--- src/rtl/segscan_pkg.sv ---
package segscan_pkg;

   localparam int SEG_W = 8;
   localparam int NIB_W = 4;

   typedef enum logic [1:0] {
      SH_IDLE  = 2'd0,
      SH_SHIFT = 2'd1,
      SH_LATCH = 2'd2
   } shift_state_e;

   // Active-low glyphs; bit 7 (decimal point) kept at 1 (off).
   function automatic logic [SEG_W-1:0] hex_glyph(input logic [NIB_W-1:0] h);
      logic [SEG_W-1:0] g;
      case (h)
         4'h0: g = 8'hC0;
         4'h1: g = 8'hF9;
         4'h2: g = 8'hA4;
         4'h3: g = 8'hB0;
         4'h4: g = 8'h99;
         4'h5: g = 8'h92;
         4'h6: g = 8'h82;
         4'h7: g = 8'hF8;
         4'h8: g = 8'h80;
         4'h9: g = 8'h90;
         4'hA: g = 8'h88;
         4'hB: g = 8'h83;
         4'hC: g = 8'hC6;
         4'hD: g = 8'hA1;
         4'hE: g = 8'h86;
         default: g = 8'h8E;
      endcase
      return g;
   endfunction

endpackage

--- src/rtl/segscan_tick.sv ---
module segscan_tick #(
   parameter int SLOT_CYC = 50_000
) (
   input  logic clk,
   input  logic rst_n,
   output logic slot_go
);

   localparam int CW = (SLOT_CYC > 1) ? $clog2(SLOT_CYC) : 1;
   localparam logic [CW-1:0] LAST = CW'(SLOT_CYC - 1);

   generate
      if (SLOT_CYC < 2) begin : g_bad_slot
         $error("segscan_tick: SLOT_CYC must be at least 2");
      end
   endgenerate

   logic [CW-1:0] cnt;

   always_ff @(posedge clk) begin
      if (!rst_n)           cnt <= '0;
      else if (cnt == LAST) cnt <= '0;
      else                  cnt <= cnt + CW'(1);
   end

   // Slot starts in the first cycle after reset and every SLOT_CYC after.
   assign slot_go = rst_n && (cnt == '0);


   slot_single_chk: assert property (@(posedge clk) disable iff (!rst_n)
      slot_go |=> !slot_go);

endmodule

--- src/rtl/segscan_frame.sv ---
module segscan_frame
   import segscan_pkg::*;
#(
   parameter int DIGITS = 8
) (
   input  logic                      clk,
   input  logic                      rst_n,
   input  logic                      slot_go,
   input  logic [DIGITS*NIB_W-1:0]   value_i,
   output logic [SEG_W+DIGITS-1:0]   frame_o,
   output logic                      load_o
);

   localparam int IDX_W  = (DIGITS > 1) ? $clog2(DIGITS) : 1;
   localparam logic [IDX_W-1:0] IDX_LAST = IDX_W'(DIGITS - 1);

   generate
      if (DIGITS < 2) begin : g_bad_digits
         $error("segscan_frame: DIGITS must be at least 2");
      end
   endgenerate

   logic [NIB_W-1:0] nib [DIGITS];
   logic [IDX_W-1:0] idx;
   logic [DIGITS-1:0] sel;
   logic [SEG_W-1:0]  glyph;

   generate
      for (genvar g = 0; g < DIGITS; g++) begin : g_nib
         assign nib[g] = value_i[g*NIB_W +: NIB_W];
      end
   endgenerate

   always_comb begin
      sel = '0;
      sel[idx] = 1'b1;
      glyph = hex_glyph(nib[idx]);
   end

   always_ff @(posedge clk) begin
      if (!rst_n) begin
         idx     <= '0;
         frame_o <= {{SEG_W{1'b1}}, {DIGITS{1'b0}}};
         load_o  <= 1'b0;
      end else begin
         load_o <= slot_go;
         if (slot_go) begin
            frame_o <= {glyph, sel};
            idx     <= (idx == IDX_LAST) ? '0 : idx + IDX_W'(1);
         end
      end
   end


   sel_onehot_chk: assert property (@(posedge clk) disable iff (!rst_n)
      load_o |-> $onehot(frame_o[DIGITS-1:0]));


   idx_wrap_chk: assert property (@(posedge clk) disable iff (!rst_n)
      (slot_go && idx == IDX_LAST) |=> (idx == '0));


   frame_hold_chk: assert property (@(posedge clk) disable iff (!rst_n)
      !$past(slot_go) |-> $stable(frame_o));

endmodule

--- src/rtl/segscan_shifter.sv ---
module segscan_shifter
   import segscan_pkg::*;
#(
   parameter int FRAME_W  = 16,
   parameter int HALF_CYC = 2
) (
   input  logic               clk,
   input  logic               rst_n,
   input  logic               load_i,
   input  logic [FRAME_W-1:0] frame_i,
   output logic               ser_data,
   output logic               ser_clk,
   output logic               ser_latch
);

   localparam int PER = 2 * HALF_CYC;
   localparam int PW  = $clog2(PER);
   localparam int BW  = $clog2(FRAME_W);
   localparam logic [PW-1:0] PH_RISE = PW'(HALF_CYC - 1);
   localparam logic [PW-1:0] PH_END  = PW'(PER - 1);
   localparam logic [BW-1:0] BIT_LAST = BW'(FRAME_W - 1);

   generate
      if (HALF_CYC < 2) begin : g_bad_half
         $error("segscan_shifter: HALF_CYC must be at least 2");
      end
      if (FRAME_W < 2) begin : g_bad_frame
         $error("segscan_shifter: FRAME_W must be at least 2");
      end
   endgenerate

   shift_state_e     state;
   logic [PW-1:0]    ph;
   logic [BW-1:0]    bitc;
   logic [FRAME_W-1:0] shreg;

   always_ff @(posedge clk) begin
      if (!rst_n) begin
         state     <= SH_IDLE;
         ph        <= '0;
         bitc      <= '0;
         shreg     <= '0;
         ser_data  <= 1'b0;
         ser_clk   <= 1'b0;
         ser_latch <= 1'b0;
      end else begin
         case (state)
            SH_IDLE: begin
               if (load_i) begin
                  state <= SH_SHIFT;
                  shreg <= frame_i;
                  ph    <= '0;
                  bitc  <= '0;
               end
            end
            SH_SHIFT: begin
               ph <= (ph == PH_END) ? '0 : ph + PW'(1);
               // Present the next bit one cycle into the low phase.
               if (ph == '0)      ser_data <= shreg[FRAME_W-1];
               if (ph == PH_RISE) ser_clk  <= 1'b1;
               if (ph == PH_END) begin
                  ser_clk <= 1'b0;
                  shreg   <= {shreg[FRAME_W-2:0], 1'b0};
                  if (bitc == BIT_LAST) begin
                     state     <= SH_LATCH;
                     ser_latch <= 1'b1;
                  end else begin
                     bitc <= bitc + BW'(1);
                  end
               end
            end
            SH_LATCH: begin
               ph <= (ph == PH_END) ? '0 : ph + PW'(1);
               if (ph == PH_END) begin
                  ser_latch <= 1'b0;
                  ser_data  <= 1'b0;
                  state     <= SH_IDLE;
               end
            end
            default: state <= SH_IDLE;
         endcase
      end
   end

   // Checker-side run counter for the high phase of the shift clock.
   logic [PW:0] hi_run;
   always_ff @(posedge clk) begin
      if (!rst_n)       hi_run <= '0;
      else if (ser_clk) hi_run <= hi_run + (PW+1)'(1);
      else              hi_run <= '0;
   end


   data_low_only_chk: assert property (@(posedge clk) disable iff (!rst_n)
      (ser_data != $past(ser_data)) |-> (!ser_clk && !$past(ser_clk)));


   latch_clk_low_chk: assert property (@(posedge clk) disable iff (!rst_n)
      ser_latch |-> !ser_clk);


   latch_min_chk: assert property (@(posedge clk) disable iff (!rst_n)
      $rose(ser_latch) |=> ser_latch);


   idle_clk_low_chk: assert property (@(posedge clk) disable iff (!rst_n)
      (state == SH_IDLE) |-> !ser_clk);


   clk_high_len_chk: assert property (@(posedge clk) disable iff (!rst_n)
      ser_clk |-> (hi_run < (PW+1)'(HALF_CYC)));

endmodule

--- src/rtl/segscan_top.sv ---
module segscan_top
   import segscan_pkg::*;
#(
   parameter int CLK_HZ   = 50_000_000,
   parameter int SCAN_HZ  = 1_000,
   parameter int DIGITS   = 8,
   parameter int HALF_CYC = 2
) (
   input  logic                    clk,
   input  logic                    rst_n,
   input  logic [DIGITS*NIB_W-1:0] disp_value,
   output logic                    ser_data,
   output logic                    ser_clk,
   output logic                    ser_latch
);

   localparam int SLOT_CYC = CLK_HZ / SCAN_HZ;
   localparam int FRAME_W  = SEG_W + DIGITS;
   localparam int FRAME_CYC = 2 * HALF_CYC * (FRAME_W + 1) + 2;

   generate
      if (SLOT_CYC < FRAME_CYC) begin : g_bad_rate
         $error("segscan_top: scan slot shorter than one serialized frame");
      end
   endgenerate

   logic               slot_go;
   logic               load;
   logic [FRAME_W-1:0] frame;

   segscan_tick #(.SLOT_CYC(SLOT_CYC)) u_tick (
      .clk     (clk),
      .rst_n   (rst_n),
      .slot_go (slot_go)
   );

   segscan_frame #(.DIGITS(DIGITS)) u_frame (
      .clk     (clk),
      .rst_n   (rst_n),
      .slot_go (slot_go),
      .value_i (disp_value),
      .frame_o (frame),
      .load_o  (load)
   );

   segscan_shifter #(.FRAME_W(FRAME_W), .HALF_CYC(HALF_CYC)) u_shift (
      .clk       (clk),
      .rst_n     (rst_n),
      .load_i    (load),
      .frame_i   (frame),
      .ser_data  (ser_data),
      .ser_clk   (ser_clk),
      .ser_latch (ser_latch)
   );

endmodule

--- config.mk ---
export PLATFORM = sky130hd
export DESIGN_NAME = segscan_top
export DESIGN_NICKNAME = d
export VERILOG_FILES = /design/src/rtl/segscan_pkg.sv /design/src/rtl/segscan_tick.sv /design/src/rtl/segscan_frame.sv /design/src/rtl/segscan_shifter.sv /design/src/rtl/segscan_top.sv
export SDC_FILE = /design/constraint.sdc
export NUM_CORES = 1
export LEC_CHECK = 0
export ABC_AREA = 0
export CAP_MARGIN = 20
export CORE_MARGIN = 1.5
export CORE_UTILIZATION = 56
export DETAILED_ROUTE_END_ITERATION = 7
export GPL_TIMING_DRIVEN = 1
export PLACE_DENSITY = 0.78
export SLEW_MARGIN = 15
export SYNTH_ARGS = -nofsm -noshare
export SYNTH_HDL_FRONTEND = slang
export SYNTH_SLANG_ARGS = --single-unit
--- constraint.sdc ---
create_clock -name clk -period 3 [get_ports clk]
set_clock_uncertainty 0.15 [all_clocks]
set_input_delay 0.6 -clock clk [delete_from_list [all_inputs] [get_ports clk]]
set_output_delay 0.6 -clock clk [all_outputs]
set_load 0.005 [all_outputs]
After elaboration in Yosys (flattened, before gate mapping)

Memories as Yosys holds them, arrays and structs flattened. A register that Yosys moved wholly into a read port is not among the register bits.
Index checks and enable logic that the tools add are counted.

Register bits after elaboration: 63
Memory bits (read-only): 112
Input port bits: 34
Output and inout bits: 3
Logic and storage cells: 82
Memories kept: 1

$add $sub $neg: 4
$lt $le $gt $ge: 3
Equal/unequal tests: 13
Mux-type cells: 29
Bitwise gates (word level): 2
Reductions and logical operators: 19

Memories:

| memory           | depth | bits a word | read ports | clocked after memory_dff | wr ports | line              | source |
|---|---|---|---|---|---|---|---|
| (name not given) | 16    | 7           | 1          | 1                        | 0        | segscan_pkg.sv:15 | `case (h)` |

Operator list:

| cell                    | number |
|---|---|
| $mux W16                | 2 |
| $pmux W16 S2            | 1 |
| $mux W4                 | 5 |
| $add A16 B1 Y16 const B | 1 |
| $eq A16 B16 Y1 const B  | 1 |
| $logic_not A16 Y1       | 1 |
| $bmux W4 S3             | 1 |
| $mux W2                 | 6 |
| $reduce_and A4 Y1       | 3 |
| $ne A2 B1 Y1 const B    | 4 |
| $pmux W4 S2             | 1 |
| $reduce_bool A2 Y1      | 4 |
| $mux W1                 | 7 |
| $pmux W2 S3             | 1 |
| $reduce_and A3 Y1       | 2 |
| $add A4 B1 Y4 const B   | 1 |
| $eq A2 B1 Y1 const B    | 2 |
| $eq A2 B2 Y1 const B    | 2 |
| $eq A4 B4 Y1 const B    | 1 |
| $ge A4 B4 Y1 const B    | 1 |
| $logic_not A2 Y1        | 2 |
| $lt A3 B4 Y1 const B    | 1 |
| $ne A2 B2 Y1 const B    | 2 |
| $not A3 Y4              | 1 |
| other kinds (13)        | 17 |

Longest topological paths before layout

Depth after elaboration: 4
Gate-level depth with buffers: 10

Hierarchy

A second synthesis with hierarchy kept.

Cells, all modules: 386
Area total of the unflattened synthesis: 3,558.4 um^2

Modules (own cells, without submodules):

| module          | instances | cells each | area an instance (um^2) | seq. area each (um^2) |
|---|---|---|---|---|
| segscan_shifter | 1         | 154        | 1,472.7                 | 540.5 |
| segscan_frame   | 1         | 145        | 1,311.3                 | 380.4 |
| segscan_tick    | 1         | 87         | 774.5                   | 320.3 |

Worst setup path before layout

OpenSTA, ideal clock, no wires.

Kind: reg-to-reg
Start: register u_frame.idx[0]
End: register u_frame.frame_o[8]
Data arrival time: 2.206 ns
Data required time: 2.716 ns
Path slack: 0.510 ns
Cell stages (with the launch flop): 11
Clock period less this slack: 2.490 ns
Cell sequence: dfxtp_1 > buf_4 > buf_4 > buf_2 > a21boi_0 > nor4_4 > inv_1 > ha_1 > mux2_2 > a221oi_1 > o211ai_1

Cells in the longest elaborated chain, start to end: 4

Ends and longest elaborated chain:

| element                                    | line                | source |
|---|---|---|
| from (decl)                                | segscan_frame.sv:24 | `logic [IDX_W-1:0] idx;` |
| from (signal assigned)                     | segscan_frame.sv:49 | `idx <= (idx == IDX_LAST) ? '0 : idx + IDX_W'(1);` |
| $not A3 Y4 (not written as such)           | segscan_frame.sv:37 | `glyph = hex_glyph(nib[idx]);` |
| $bmux W4 S3                                | segscan_frame.sv:37 |  |
| $mux W4 (not written as such) (2 in a row) | segscan_frame.sv:37 |  |
| to (decl)                                  | segscan_frame.sv:10 | `output logic [SEG_W+DIGITS-1:0] frame_o,` |

No other way between the ends. The select of a mux whose other input is x is not followed.
A chain may end at the register's enable or synchronous reset.

Final worst setup path

Start: input disp_value[13]
End: register u_frame.frame_o[8]

Cells in the longest elaborated chain, start to end: 3

Ends and longest elaborated chain:

| element                                    | line                | source |
|---|---|---|
| from (decl)                                | segscan_top.sv:11   | `input logic [DIGITS*NIB_W-1:0] disp_value,` |
| $bmux W4 S3                                | segscan_frame.sv:37 |  |
| $mux W4 (not written as such) (2 in a row) | segscan_frame.sv:37 |  |

No other way between the ends. The select of a mux whose other input is x is not followed.

==> results.toml <==
[place]
dp_hpwl_um = 4860
post_dp_cell_area_mm2 = 0.00375
port_buffers = 36
gp_congestion = 0.846

[yosys]
yosysTopAreaCellShare_pct = 37.5
synth_edf_count = 0
async_flop_share_pct = 0
synth_area_mm2 = 0.00331
ys_ff_latch = 62
synth_cell_type_count = 49
ys_top_cells_by_area = "dfxtp_1 37%, mux2i_1 7.6%, ha_1 6.4%, nor2_1 6.1%, a21oi_1 4.7%"
synthCells = 384
avgSynthCellArea_um2 = 8.62
syn-num-nets = 435
dominantRegCellSynth = "dfxtp_1"
synth_common_cells = "62 x dfxtp_1, 54 x nor2_1, 31 x a21oi_1"
yosys_warnings = 0
synth_seq_area_share_pct = 37.5
yosys.area.top_type = "dfxtp_1"
yosysMostFrequentCell = "dfxtp_1"

[clock_tree]
numCtsBuffers = 9
cts-root-buf = "clkbuf_8"
post_cts_resized = 0
cts-htree-levels = 3
cts.sinks = 62
post_cts_buffers = 0
cts_tree = "built"
clock_latency_ns = 0.33
clkTransAtPathRegs_ns = 0.06
hold_buffers = 0
cts_buffer_depth = 2

[power]
ir_drop_v = 0.000382
power_mw = 2.71
powerDensity_mw_per_mm2 = 687
p_leak_nw = 1.49

[worst_setup_path]
crit_path_max_incr_delay_ns = 0.41
worstPathArrival_ns = 2.67
r2r_slack_ns = 0.40
rr_endpoint = "u_frame.frame_o[8]"
path_cells = "clkdlybuf4s50_1 -> nand3b_1 -> a21boi_0 -> nor4_4 -> inv_1 -> ha_1 -> mux2_2 -> a221oi_1 -> o211ai_1"
critPathCaptureType = "flop"
slowest_stage = "clkdlybuf4s50_1"
critPathKind = "primary input to flop"
worstReg2RegStart = "u_frame.idx[2]"
r2r_cells = 8
cp.required_ns = 3.05
start_kind = "primary input"
worst-path-max-fanout = 6

[die]
fp.dieH_um = 79.9
dieArea_mm2 = 0.00638
core_mm2 = 0.00561
rows = 27
initial_core_util_pct = 59.0
die_w_um = 79.9
ios = 37

[grt]
grt_pass1_wl_um = 11400
globalRouteOverflowTotal = 0
grt_use_total_pct = 22.8
grt_pass1_vias = 2608
grt_max_degree = 32
antenna_found_initial = 0

[sta]
max_slew.worst_pin.slew_ns = 0.864
fin_crit_ns = 2.63
period_share_pct = 87.6
fmax_mhz = 381
hold_slack_ns = 0.324
hold_viol_final = 0
slew_violations = 0
fin_setup_tns_ns = 0
relSlewSlack_pct = 42.2
finalSetupViolations = 0
rsz0062_at_grt = "false"

[run_status]
status = "finished, final reports clean"

[worst_hold_path]
worst_hold_path_type = "flop to flop"
hold_depth = 2
min_from = "u_frame.frame_o[3]"
min_to = "u_frame.frame_o[3]"

[layout]
drive_gt1_share_pct = 8.94
antenna_cells = 0
area_delta_synth_final_pct = 19.0
nets = 472
design_area_mm2 = 0.00394

[detailed_routing]
viasPerCell = 5.53
ant_nets = 0
num_vias = 2749
drt_iter0_drc = 71
wl_per_cell_um = 13.3
drc = 0
drt-pass1-iter-count = 4
drt-total-wl_um = 6610

[job]
max_cap_violations = 0
critical path: cells and delay by family:
family / cells / cell delay [ns]
buffers and inverters: 2 / 0.52
AOI/OAI and AO/OA: 3 / 0.55
and+or+nand+nor: 2 / 0.47
adders and majority gates: 1 / 0.25
muxes: 1 / 0.28
power by group:
part / switching (mW) / internal (mW)
Clock: 0.308 / 0.399
Sequential: 0.103 / 0.983
Combinational: 0.500 / 0.412
flip-flops by register name (all words and copies together), names as in the netlist:
register / flops
u_frame.frame_o: 15
u_frame.idx: 3
u_frame.load_o: 1
u_shift.bitc: 4
u_shift.ph: 2
u_shift.ser_clk: 1
u_shift.ser_data: 1
u_shift.ser_latch: 1
u_shift.shreg: 16
u_shift.state: 2
u_tick.cnt: 16
area by class of cell:
type	instances	area (um^2)
repair buffers	48	450
clock inverters	4	47.5
inverters	19	71.3
well taps	72	90.1
clock buffers	11	141
flip-flops and latches	62	1240
multi-input cells	281	1900
fillers	472	1670
cell usage in the layout, fill, tap and decap left out, types with 11 or more instances in the layout:
master           instances
nor2_1                  54
mux2i_1                 25
buf_4                   12
inv_1                   18
dfxtp_1                 62
nand3_1                 12
a211oi_1                15
clkdlybuf4s50_1         36
a21oi_1                 30
nand2_1                 29
ha_1                    17
xor2_1                  11
per-stage QoR:
stage                     worst slack, ns  utilization, %  std cells
after floorplan                     0.510               -        384
final                               0.372            70.3        497
after global routing                0.207            70.3        497
after global placement              0.136            66.9        482
after CTS                           0.360            70.3        497
after detailed placement          0.00703            66.9        482
metal layers:
metal / track usage (%) / vias up / routed length [um]
li1: - / 1428 / -
met1: 27.9 / 1254 / 3080
met2: 38.5 / 60 / 3180
met3: 6.97 / 7 / 292
met4: 6.21 / 0 / 61
met5: 0 / - / 0
how the worst max path moves through the flow:
stage               depth (start not counted)                   to  slack (ns)            from
finish                                      9   u_frame.frame_o[8]        0.37  disp_value[13]
global placement                            9   u_frame.frame_o[8]        0.14  disp_value[29]
detailed placement                          9   u_frame.frame_o[8]       0.007  disp_value[13]
CTS                                         9   u_frame.frame_o[8]        0.36  disp_value[13]
floorplan                                  10   u_frame.frame_o[8]        0.51  u_frame.idx[0]
global route                                7  u_frame.frame_o[13]        0.21  u_frame.idx[0]
cells by family after synthesis:
family,count (synthesis),share of synthesized area [%]
and+or+nand+nor,145,21.8
AOI/OAI and AO/OA,73,14.4
DFF,62,37.5
buffers and inverters,41,5.25
muxes,31,10.6
adders and majority gates,17,6.42
xor gates and xnor gates,15,3.97
Note: power is estimated with default switching activity, not from simulation.
